## config.mk

```make
export PLATFORM = sky130hd
export DESIGN_NAME = relay_spi_regs
export DESIGN_NICKNAME = d
export VERILOG_FILES = /design/src/rtl/relay_spi_pkg.sv /design/src/rtl/relay_spi_sync.sv /design/src/rtl/relay_spi_shifter.sv /design/src/rtl/relay_spi_regfile.sv /design/src/rtl/relay_spi_regs.sv
export SDC_FILE = /design/constraint.sdc
export NUM_CORES = 1
export LEC_CHECK = 0
export ABC_CLOCK_PERIOD_IN_PS = 2200
export BUFFER_PORTS_ARGS = -buffer_cell sky130_fd_sc_hd__buf_2
export CAP_MARGIN = 25
export CORE_UTILIZATION = 59
export CTS_BUF_LIST = sky130_fd_sc_hd__clkbuf_8
export DETAILED_ROUTE_END_ITERATION = 12
export MAX_ROUTING_LAYER = met4
export PLACE_DENSITY = 0.87
export SETUP_SLACK_MARGIN = 0.02
export SYNTH_ARGS = -nofsm -noshare
export SYNTH_HDL_FRONTEND = slang
export SYNTH_SLANG_ARGS = --single-unit
```

## constraint.sdc

```tcl
create_clock -name clk -period 2.2 [get_ports clk]
set_input_delay 0.33 -clock clk [delete_from_list [all_inputs] [get_ports clk]]
set_output_delay 0.33 -clock clk [all_outputs]
set_load 0.02 [all_outputs]
```

## src/rtl/relay_spi_pkg.sv

```systemverilog
package relay_spi_pkg;

  localparam int ADDR_W = 8;
  localparam int DATA_W = 8;
  localparam int PS_W   = 3;

  localparam logic [ADDR_W-1:0] ADDR_RELAY = 8'h00;
  localparam logic [ADDR_W-1:0] ADDR_PSAVE = 8'h01;

  typedef enum logic [1:0] {
    TGT_NONE  = 2'd0,
    TGT_RELAY = 2'd1,
    TGT_PSAVE = 2'd2
  } reg_target_e;

  // Map an address byte to the register it selects.
  function automatic reg_target_e decode_target(input logic [ADDR_W-1:0] addr);
    if (addr == ADDR_RELAY)      return TGT_RELAY;
    else if (addr == ADDR_PSAVE) return TGT_PSAVE;
    else                         return TGT_NONE;
  endfunction

  // Power-save code held in the low data bits.
  function automatic logic [PS_W-1:0] ps_field(input logic [DATA_W-1:0] data);
    return data[PS_W-1:0];
  endfunction

endpackage

```

## src/rtl/relay_spi_sync.sv

```systemverilog
module relay_spi_sync #(
  parameter int                 WIDTH     = 1,
  parameter int                 STAGES    = 2,
  parameter logic [WIDTH-1:0]   RESET_VAL = '0
) (
  input  logic             clk,
  input  logic             rst_n,
  input  logic [WIDTH-1:0] async_in,
  output logic [WIDTH-1:0] sync_out
);

  logic [WIDTH-1:0] chain [STAGES];

  genvar s;
  generate
    for (s = 0; s < STAGES; s++) begin : g_stage
      if (s == 0) begin : g_first
        always_ff @(posedge clk or negedge rst_n) begin
          if (!rst_n) chain[s] <= RESET_VAL;
          else        chain[s] <= async_in;
        end
      end else begin : g_next
        always_ff @(posedge clk or negedge rst_n) begin
          if (!rst_n) chain[s] <= RESET_VAL;
          else        chain[s] <= chain[s-1];
        end
      end
    end
  endgenerate

  assign sync_out = chain[STAGES-1];

endmodule

```

## src/rtl/relay_spi_shifter.sv

```systemverilog
module relay_spi_shifter #(
  parameter int FRAME_W = 16
) (
  input  logic               clk,
  input  logic               rst_n,
  input  logic               clear,
  input  logic               shift_en,
  input  logic               fall_en,
  input  logic               selected,
  input  logic               din,
  output logic [FRAME_W-1:0] frame,
  output logic               dout
);

  logic [FRAME_W-1:0] sr_q;

  always_ff @(posedge clk or negedge rst_n) begin
    if (!rst_n)        sr_q <= '0;
    else if (clear)    sr_q <= '0;
    else if (shift_en) sr_q <= {sr_q[FRAME_W-2:0], din};
  end

  // Output stage follows the last shift stage on falling serial edges,
  // and continuously while deselected.
  always_ff @(posedge clk or negedge rst_n) begin
    if (!rst_n)                    dout <= 1'b0;
    else if (clear)                dout <= 1'b0;
    else if (fall_en || !selected) dout <= sr_q[FRAME_W-1];
  end

  assign frame = sr_q;

endmodule

```

## src/rtl/relay_spi_regfile.sv

```systemverilog
module relay_spi_regfile
  import relay_spi_pkg::*;
#(
  parameter int FRAME_W   = 16,
  parameter bit ADDRESSED = 1'b1
) (
  input  logic               clk,
  input  logic               rst_n,
  input  logic               force_clr,
  input  logic               force_set,
  input  logic               commit,
  input  logic [FRAME_W-1:0] frame,
  output logic [DATA_W-1:0]  relay_on,
  output logic [PS_W-1:0]    ps_code,
  output logic               wr_strobe
);

  logic [DATA_W-1:0] data_byte;
  reg_target_e       target;
  logic              relay_we;
  logic              ps_we;

  generate
    if (ADDRESSED) begin : g_addr
      assign data_byte = frame[DATA_W-1:0];
      assign target    = decode_target(frame[FRAME_W-1 -: ADDR_W]);
    end else begin : g_plain
      assign data_byte = frame;
      assign target    = TGT_RELAY;
    end
  endgenerate

  assign relay_we = commit && (target == TGT_RELAY);
  assign ps_we    = commit && (target == TGT_PSAVE);

  always_ff @(posedge clk or negedge rst_n) begin
    if (!rst_n)         relay_on <= '0;
    else if (force_clr) relay_on <= '0;
    else if (force_set) relay_on <= '1;
    else if (relay_we)  relay_on <= data_byte;
  end

  generate
    if (ADDRESSED) begin : g_ps
      always_ff @(posedge clk or negedge rst_n) begin
        if (!rst_n)         ps_code <= '0;
        else if (force_clr) ps_code <= '0;
        else if (ps_we)     ps_code <= ps_field(data_byte);
      end
    end else begin : g_nops
      logic unused_ps;
      assign unused_ps = ps_we;
      assign ps_code   = '0;
    end
  endgenerate

  always_ff @(posedge clk or negedge rst_n) begin
    if (!rst_n) wr_strobe <= 1'b0;
    else        wr_strobe <= commit;
  end

endmodule

```

## src/rtl/relay_spi_regs.sv

```systemverilog
module relay_spi_regs
  import relay_spi_pkg::*;
#(
  parameter bit ADDRESSED   = 1'b1,
  parameter int SYNC_STAGES = 2
) (
  input  logic              clk,
  input  logic              rst_n,
  input  logic              sclk,
  input  logic              cs_n,
  input  logic              sdi,
  input  logic              set_n,
  input  logic              clr_n,
  output logic              ser_out,
  output logic [DATA_W-1:0] relay_on,
  output logic [PS_W-1:0]   ps_code,
  output logic              wr_strobe
);

  localparam int FRAME_W = ADDRESSED ? (ADDR_W + DATA_W) : DATA_W;

  // Synchronized pins: {sclk, cs_n, sdi, set_n, clr_n}
  logic [4:0] pins_s;
  logic       sclk_s, cs_n_s, sdi_s, set_n_s, clr_n_s;

  relay_spi_sync #(
    .WIDTH    (5),
    .STAGES   (SYNC_STAGES),
    .RESET_VAL(5'b01011)
  ) u_sync (
    .clk     (clk),
    .rst_n   (rst_n),
    .async_in({sclk, cs_n, sdi, set_n, clr_n}),
    .sync_out(pins_s)
  );

  assign {sclk_s, cs_n_s, sdi_s, set_n_s, clr_n_s} = pins_s;

  // Edge detection on the synchronized serial clock and select.
  logic sclk_q, cs_n_q;
  always_ff @(posedge clk or negedge rst_n) begin
    if (!rst_n) begin
      sclk_q <= 1'b0;
      cs_n_q <= 1'b1;
    end else begin
      sclk_q <= sclk_s;
      cs_n_q <= cs_n_s;
    end
  end

  // Named internal events, also observed by the checker.
  logic sclk_rise, sclk_fall, selected, shift_evt, upd_evt;
  logic force_clr, force_set;
  logic [FRAME_W-1:0] frame_bits;

  assign sclk_rise = sclk_s & ~sclk_q;
  assign sclk_fall = ~sclk_s & sclk_q;
  assign selected  = ~cs_n_s;
  assign shift_evt = sclk_rise & selected;
  assign upd_evt   = cs_n_s & ~cs_n_q;
  assign force_clr = ~clr_n_s;
  assign force_set = ~set_n_s;

  relay_spi_shifter #(
    .FRAME_W(FRAME_W)
  ) u_shift (
    .clk     (clk),
    .rst_n   (rst_n),
    .clear   (force_clr),
    .shift_en(shift_evt),
    .fall_en (sclk_fall),
    .selected(selected),
    .din     (sdi_s),
    .frame   (frame_bits),
    .dout    (ser_out)
  );

  relay_spi_regfile #(
    .FRAME_W  (FRAME_W),
    .ADDRESSED(ADDRESSED)
  ) u_regs (
    .clk      (clk),
    .rst_n    (rst_n),
    .force_clr(force_clr),
    .force_set(force_set),
    .commit   (upd_evt),
    .frame    (frame_bits),
    .relay_on (relay_on),
    .ps_code  (ps_code),
    .wr_strobe(wr_strobe)
  );

endmodule

```

==> flow_metrics.env, run 1 <==
export IMPL_clock_skew_ps=6.29
export IMPL_syn_avg_cell_area_um2=11.1
export IMPL_setup_violations=0
export IMPL_ys_ff_latch=41
export IMPL_min_path_type="input port to register"
export IMPL_synthCells=143
export IMPL_gp_congestion=0.784
export IMPL_slowest_delay_ps=580
export IMPL_slew_viol_final=0
export IMPL_reg2reg_to="u_regs.ps_code[1]"
export IMPL_cap_viol_max_count=0
export IMPL_portBuffers=19
export IMPL_hpwl_mm=1.83
export IMPL_p_per_area_nw_per_um2=868
export IMPL_firstDrtPassIters=4
export IMPL_core_um2=2500
export IMPL_crit_path_end_kind="register"
export IMPL_min_delay_path_depth=1
export IMPL_die_w_um=53.9
export IMPL_cp_start_kind="register"
export IMPL_final_cell_mix="nand2_1 (38), dfrtp_1 (34), buf_2 (19), a21oi_1 (17), o21ai_0 (17)"
export IMPL_cts_hold_buf=0
export IMPL_pre_cts_ws_ps=422
export IMPL_placementRows=18
export IMPL_dieArea_um2=2900
export IMPL_clock_insertion_delay_worst_skew_ps=290
export IMPL_grt_start_max_net_pins=42
export IMPL_r2r_cells=3
export IMPL_timing_final_crit_share=0.823
export IMPL_slowest_stage="dfstp_2"
export IMPL_drt_iter0_drc=19
export IMPL_drc_errors=0
export IMPL_initial_utilization=0.635
export IMPL_fillers=173
export IMPL_vias=1109
export IMPL_setup_tns_ps=0
export IMPL_synth_yosys_warnings=0
export IMPL_status="completed"
export IMPL_synth_cell_area_um2=1590
export IMPL_grt_pass1_vias=1020
export IMPL_cts_root_buf="clkbuf_8"
export IMPL_critical_path_arrival_ps=2020
export IMPL_ys_seq_area_frac=0.652
export IMPL_rsz0062_at_grt="no"
export IMPL_globalRouteOverflowTotal=0
export IMPL_fin_util=0.737
export IMPL_io_pins=20
export IMPL_htreeDepth=2
export IMPL_antenna_left=0
export IMPL_fin_nets=171
export IMPL_wl_per_cell_um=13.9
export IMPL_synth_cell_types=17
export IMPL_worstPathCellList="or4b_1 > nor4_2 > mux2i_1"
export IMPL_fmax_ghz=0.552
export IMPL_drive_above_1_share=0.242
export IMPL_reg2reg_from="u_sync.sync_out[3]"
export IMPL_path_clk_slew_ps=70
export IMPL_path_class="register to register"
export IMPL_grt_antenna_before_repair=0
export IMPL_crit_required_ps=2410
export IMPL_worst_slack_ps=388
export IMPL_ir_drop_mv=1.02
export IMPL_grt_usage=0.234
export IMPL_hold_end="u_sync.chain[8]"
export IMPL_rrSetupSlack_ps=390
export IMPL_hp_start="cs_n"
export IMPL_slew_headroom=0.431
export IMPL_synth_nets=150
export IMPL_cts_buffers=5
export IMPL_grt_pass1_wl_mm=4.43
export IMPL_cp_max_fo=7
export IMPL_layout_commonest_cell="nand2_1"
export IMPL_worst_pin_slew_ps=854
export IMPL_cts_tree="yes"
export IMPL_cts_num_sinks=41
export IMPL_final_hold_viol_count=0
export IMPL_cts_setup_buffers=0
export IMPL_fin_crit_ps=1810
export IMPL_ctsResizeCount=0
export IMPL_clk_path_buf_depth=2
export IMPL_leakagePower_uw=0.000809
export IMPL_syn_to_final_growth_pct=16.1
export IMPL_die_height_um=53.9
export IMPL_wl_mm=2.72
export IMPL_via_per_inst=5.69
export IMPL_n_antenna_cell=0
export IMPL_power_uw=1600
layer usage:
metal | GRT usage | up-vias | part of all wire
met2 | 0.362 | 28 | 0.50
met1 | 0.269 | 555 | 0.44
li1 | - | 518 | -
met5 | - | - | 0
met3 | 0.0960 | 8 | 0.048
met4 | 0.0965 | 0 | 0.019
state kept, by name, indices dropped and copies added, names as in the netlist:
register	cells
sclk_q	1
u_regs.ps_code	3
u_shift.frame	16
u_sync.chain	5
u_shift.dout	1
cs_n_q	1
u_regs.relay_on	8
u_sync.sync_out	5
u_regs.wr_strobe	1
logic make-up after synthesis:
group | count (synthesis) | share of synthesized area
and+or+nand+nor | 47 | 0.148
AOI/OAI and AO/OA | 34 | 0.107
buffers and inverters | 10 | 0.0236
DFF | 41 | 0.652
muxes | 11 | 0.0693
cells in the mapped netlist (all sizes together):
| master | number | area, µm² |
|---|---|---|
| clkbuf | 7 | 26.3 |
| inv | 2 | 7.50 |
| or4b | 1 | 10.0 |
| or4 | 1 | 11.3 |
| a21oi | 17 | 85.1 |
| nor2b | 2 | 12.5 |
| nor3b | 1 | 7.51 |
| dfrtp | 34 | 851 |
| mux2i | 11 | 110 |
| dfstp | 7 | 184 |
| nor4 | 2 | 33.8 |
| nand2 | 38 | 143 |
| o21ai | 17 | 85.1 |
| or3b | 2 | 17.5 |
| clkinv | 1 | 3.75 |
critical path: cells and delay by family, from the launching register on:
| family | cells | cell delay, ps |
|---|---|---|
| and+or+nand+nor | 2 | 910 |
| DFF | 1 | 580 |
| muxes | 1 | 250 |
where the power goes:
group	switching, µW	internal (µW)	leakage, µW
Sequential	16.7	784	0.000525
Clock	251	450	0.0000681
Combinational	65.5	30.7	0.000216
Total	334	1270	0.000809
final cells by class:
| class | count | area (µm²) | area share |
|---|---|---|---|
| Sequential cell | 41 | 1030 | 0.561 |
| Inverter | 3 | 11.3 | 0.00611 |
| Multi-Input combinational cell | 92 | 515 | 0.280 |
| Tap cell | 30 | 37.5 | 0.0204 |
| Clock inverter | 3 | 65.1 | 0.0353 |
| Clock buffer | 5 | 68.8 | 0.0373 |
| Timing Repair Buffer | 21 | 110 | 0.0597 |
per-stage QoR:
step	hold WS, ps	area (µm²)	std cells
floorplan	34.4	1590	143
global placement	335	1710	187
detailed placement	336	1710	187
CTS	126	1840	195
global route	109	1840	195
finish	131	1840	195
worst max path at each step:
stage	start	endpoint	slack [ps]	cells past startpoint
after floorplan	u_sync.sync_out[3]	u_regs.relay_on[0]	380	3
after global placement	u_sync.sync_out[3]	u_regs.ps_code[0]	480	3
after detailed placement	u_sync.sync_out[3]	u_regs.ps_code[1]	420	3
after CTS	u_sync.sync_out[3]	u_regs.ps_code[1]	370	3
after global routing	u_sync.sync_out[3]	u_regs.ps_code[1]	290	3
final	u_sync.sync_out[3]	u_regs.ps_code[1]	390	3
Note: power is estimated with default switching activity, not from simulation.
==> run 2, diff against run 1 <==
--- a/config.mk
+++ b/config.mk
@@ -5,7 +5,7 @@
 export SDC_FILE = /design/constraint.sdc
 export NUM_CORES = 1
 export LEC_CHECK = 0
-export ABC_CLOCK_PERIOD_IN_PS = 2200
+export ABC_CLOCK_PERIOD_IN_PS = 1800
 export BUFFER_PORTS_ARGS = -buffer_cell sky130_fd_sc_hd__buf_2
 export CAP_MARGIN = 25
 export CORE_UTILIZATION = 59
==> constraint.sdc (replaced) <==
create_clock -name clk -period 1.8 [get_ports clk]
set_input_delay 0.27 -clock clk [delete_from_list [all_inputs] [get_ports clk]]
set_output_delay 0.27 -clock clk [all_outputs]
set_load 0.02 [all_outputs]
==> run 2 against run 1 <==
Net effect:
- final cell count grew 4.1%
- combinational power grew 43%
- first-iteration DRC count grew 140%
- highest routed layer unchanged
- worst hold slack lost 110 ps
- critical path type unchanged
- clock power shrank 21%
==> flow_metrics.env, run 2 (synthesis results as in run 1) <==
export IMPL_setup_tns_ps=0
export IMPL_cp_max_fo=8
export IMPL_critical_path_arrival_ps=1940
export IMPL_final_hold_viol_count=0
export IMPL_swShare=0.237
export IMPL_grt_usage=0.256
export IMPL_wl_met1_mm=1.29
export IMPL_grt_antenna_before_repair=0
export IMPL_cts_root_buf="clkbuf_8"
export IMPL_seq_power_share=0.585
export IMPL_grt_start_max_net_pins=42
export IMPL_path_class="register to register"
export IMPL_fillers=165
export IMPL_top_layer_used="met4"
export IMPL_timing_final_crit_share=0.960
export IMPL_via_per_inst=5.63
export IMPL_die_w_um=53.9
export IMPL_rrSetupSlack_ps=70
export IMPL_worst_pin_slew_ps=531
export IMPL_path_clk_slew_ps=70
export IMPL_grt_pass1_vias=1046
export IMPL_dp_cells=192
export IMPL_vias=1142
export IMPL_switching_power_uw=396
export IMPL_drt_iter0_drc=45
export IMPL_wl_mm=3.01
export IMPL_crit_required_ps=2010
export IMPL_cts_buffers=5
export IMPL_globalRouteOverflowTotal=0
export IMPL_layout_commonest_cell="nand2_1"
export IMPL_gp_congestion=0.744
export IMPL_cap_viol_max_count=0
export IMPL_cts_tree="yes"
export IMPL_die_height_um=53.9
export IMPL_leakagePower_uw=0.000832
export IMPL_clock_insertion_delay_worst_skew_ps=290
export IMPL_slew_viol_final=0
export IMPL_io_pins=20
export IMPL_p_int_uw=1270
export IMPL_antenna_left=0
export IMPL_grt_pass1_wl_mm=4.77
export IMPL_cts_num_sinks=41
export IMPL_final_cell_mix="nand2_1 (38), dfrtp_1 (34), buf_2 (19), a21oi_1 (17), o21ai_0 (17)"
export IMPL_slew_headroom=0.646
export IMPL_min_path_type="input port to asynchronous set/reset pin"
export IMPL_drc_errors=0
export IMPL_n_antenna_cell=0
export IMPL_wl_met2_mm=1.57
export IMPL_clk_path_buf_depth=2
export IMPL_fin_crit_ps=1730
export IMPL_cp_start_kind="register"
export IMPL_dieArea_um2=2900
export IMPL_r2r_cells=4
export IMPL_status="completed"
export IMPL_route_met3_wl_um=112
export IMPL_syn_to_final_growth_pct=17.3
export IMPL_core_um2=2500
export IMPL_p_per_area_nw_per_um2=894
export IMPL_p_clk_frac=0.332
export IMPL_reg2reg_from="u_sync.sync_out[3]"
export IMPL_portBuffers=19
export IMPL_largest_register_ffs=16
export IMPL_crit_path_end_kind="register"
export IMPL_combPwrFrac=0.083
export IMPL_clock_skew_ps=2.89
export IMPL_final_cells=203
export IMPL_ir_drop_mv=0.788
export IMPL_firstDrtPassIters=4
export IMPL_setup_violations=0
export IMPL_htreeDepth=2
export IMPL_wl_per_cell_um=14.8
export IMPL_placementRows=18
export IMPL_initial_utilization=0.635
export IMPL_reg2reg_to="u_regs.relay_on[7]"
export IMPL_hpwl_mm=1.91
export IMPL_fin_nets=179
export IMPL_drive_above_1_share=0.283
export IMPL_cts_hold_buf=0
export IMPL_rsz0062_at_grt="yes"
export IMPL_fmax_ghz=0.579
==> run 2: metrics by stage <==
step | util | hold slack (ps) | setup WS, ps | cell area, µm² | power, µW
after floorplan | - | -25.6 | 17.1 | 1590 | 1060
after global placement | 0.700 | 334 | 147 | 1750 | 1120
after detailed placement | 0.700 | 342 | 67.6 | 1750 | 1120
after CTS | 0.733 | 30.6 | 49.8 | 1830 | 1680
after global routing | 0.745 | 53.3 | -3.87 | 1860 | 1750
final | 0.745 | 19.7 | 72.0 | 1860 | 1670
==> run 2: power by group through the flow <==
| stage | logic [µW] | registers, µW | clock network, µW |
|---|---|---|---|
| floorplan | 51.2 | 1010 | 0 |
| global placement | 129 | 989 | 0 |
| detailed placement | 133 | 992 | 0 |
| CTS | 133 | 975 | 577 |
| global route | 154 | 978 | 617 |
| finish | 138 | 974 | 554 |
==> run 2: layout make-up <==
type	instances	area (µm²)	area share
flip-flops and latches	41	1030	0.555
multi-input cells	92	523	0.281
repair buffers	29	174	0.0934
clock buffers	5	68.8	0.0369
well taps	30	37.5	0.0201
clock inverters	3	13.8	0.00739
inverters	3	11.3	0.00604
==> run 2: how the worst max path moves through the flow <==
stage                             from                 end  slack [ps]  depth (start not counted)
floorplan           u_sync.sync_out[3]  u_regs.relay_on[0]          20                          3
global placement    u_sync.sync_out[3]  u_regs.relay_on[6]         150                          4
detailed placement  u_sync.sync_out[3]  u_regs.relay_on[7]          70                          4
CTS                 u_sync.sync_out[3]  u_regs.relay_on[7]          50                          4
global route        u_sync.sync_out[3]  u_regs.relay_on[7]          -4                          4
finish              u_sync.sync_out[3]  u_regs.relay_on[7]          70                          4
==> run 2: worst max-delay path: stages, from the launching register on <==
cell and delay [ps]:
dfstp_2 560, or4b_4 500, nor4_4 180, buf_6 200
mux2i_2 210
==> run 2: timing repair <==
action,in CTS,in global routing
buffers inserted,0,3
resized for setup,0,2
endpoints found under the setup margin,0,10
==> run 2: metal layers <==
metal,vias to the layer above,track usage
li1,537,-
met1,569,0.316
met2,32,0.381
met3,4,0.0932
met4,0,0.105
met5,-,-
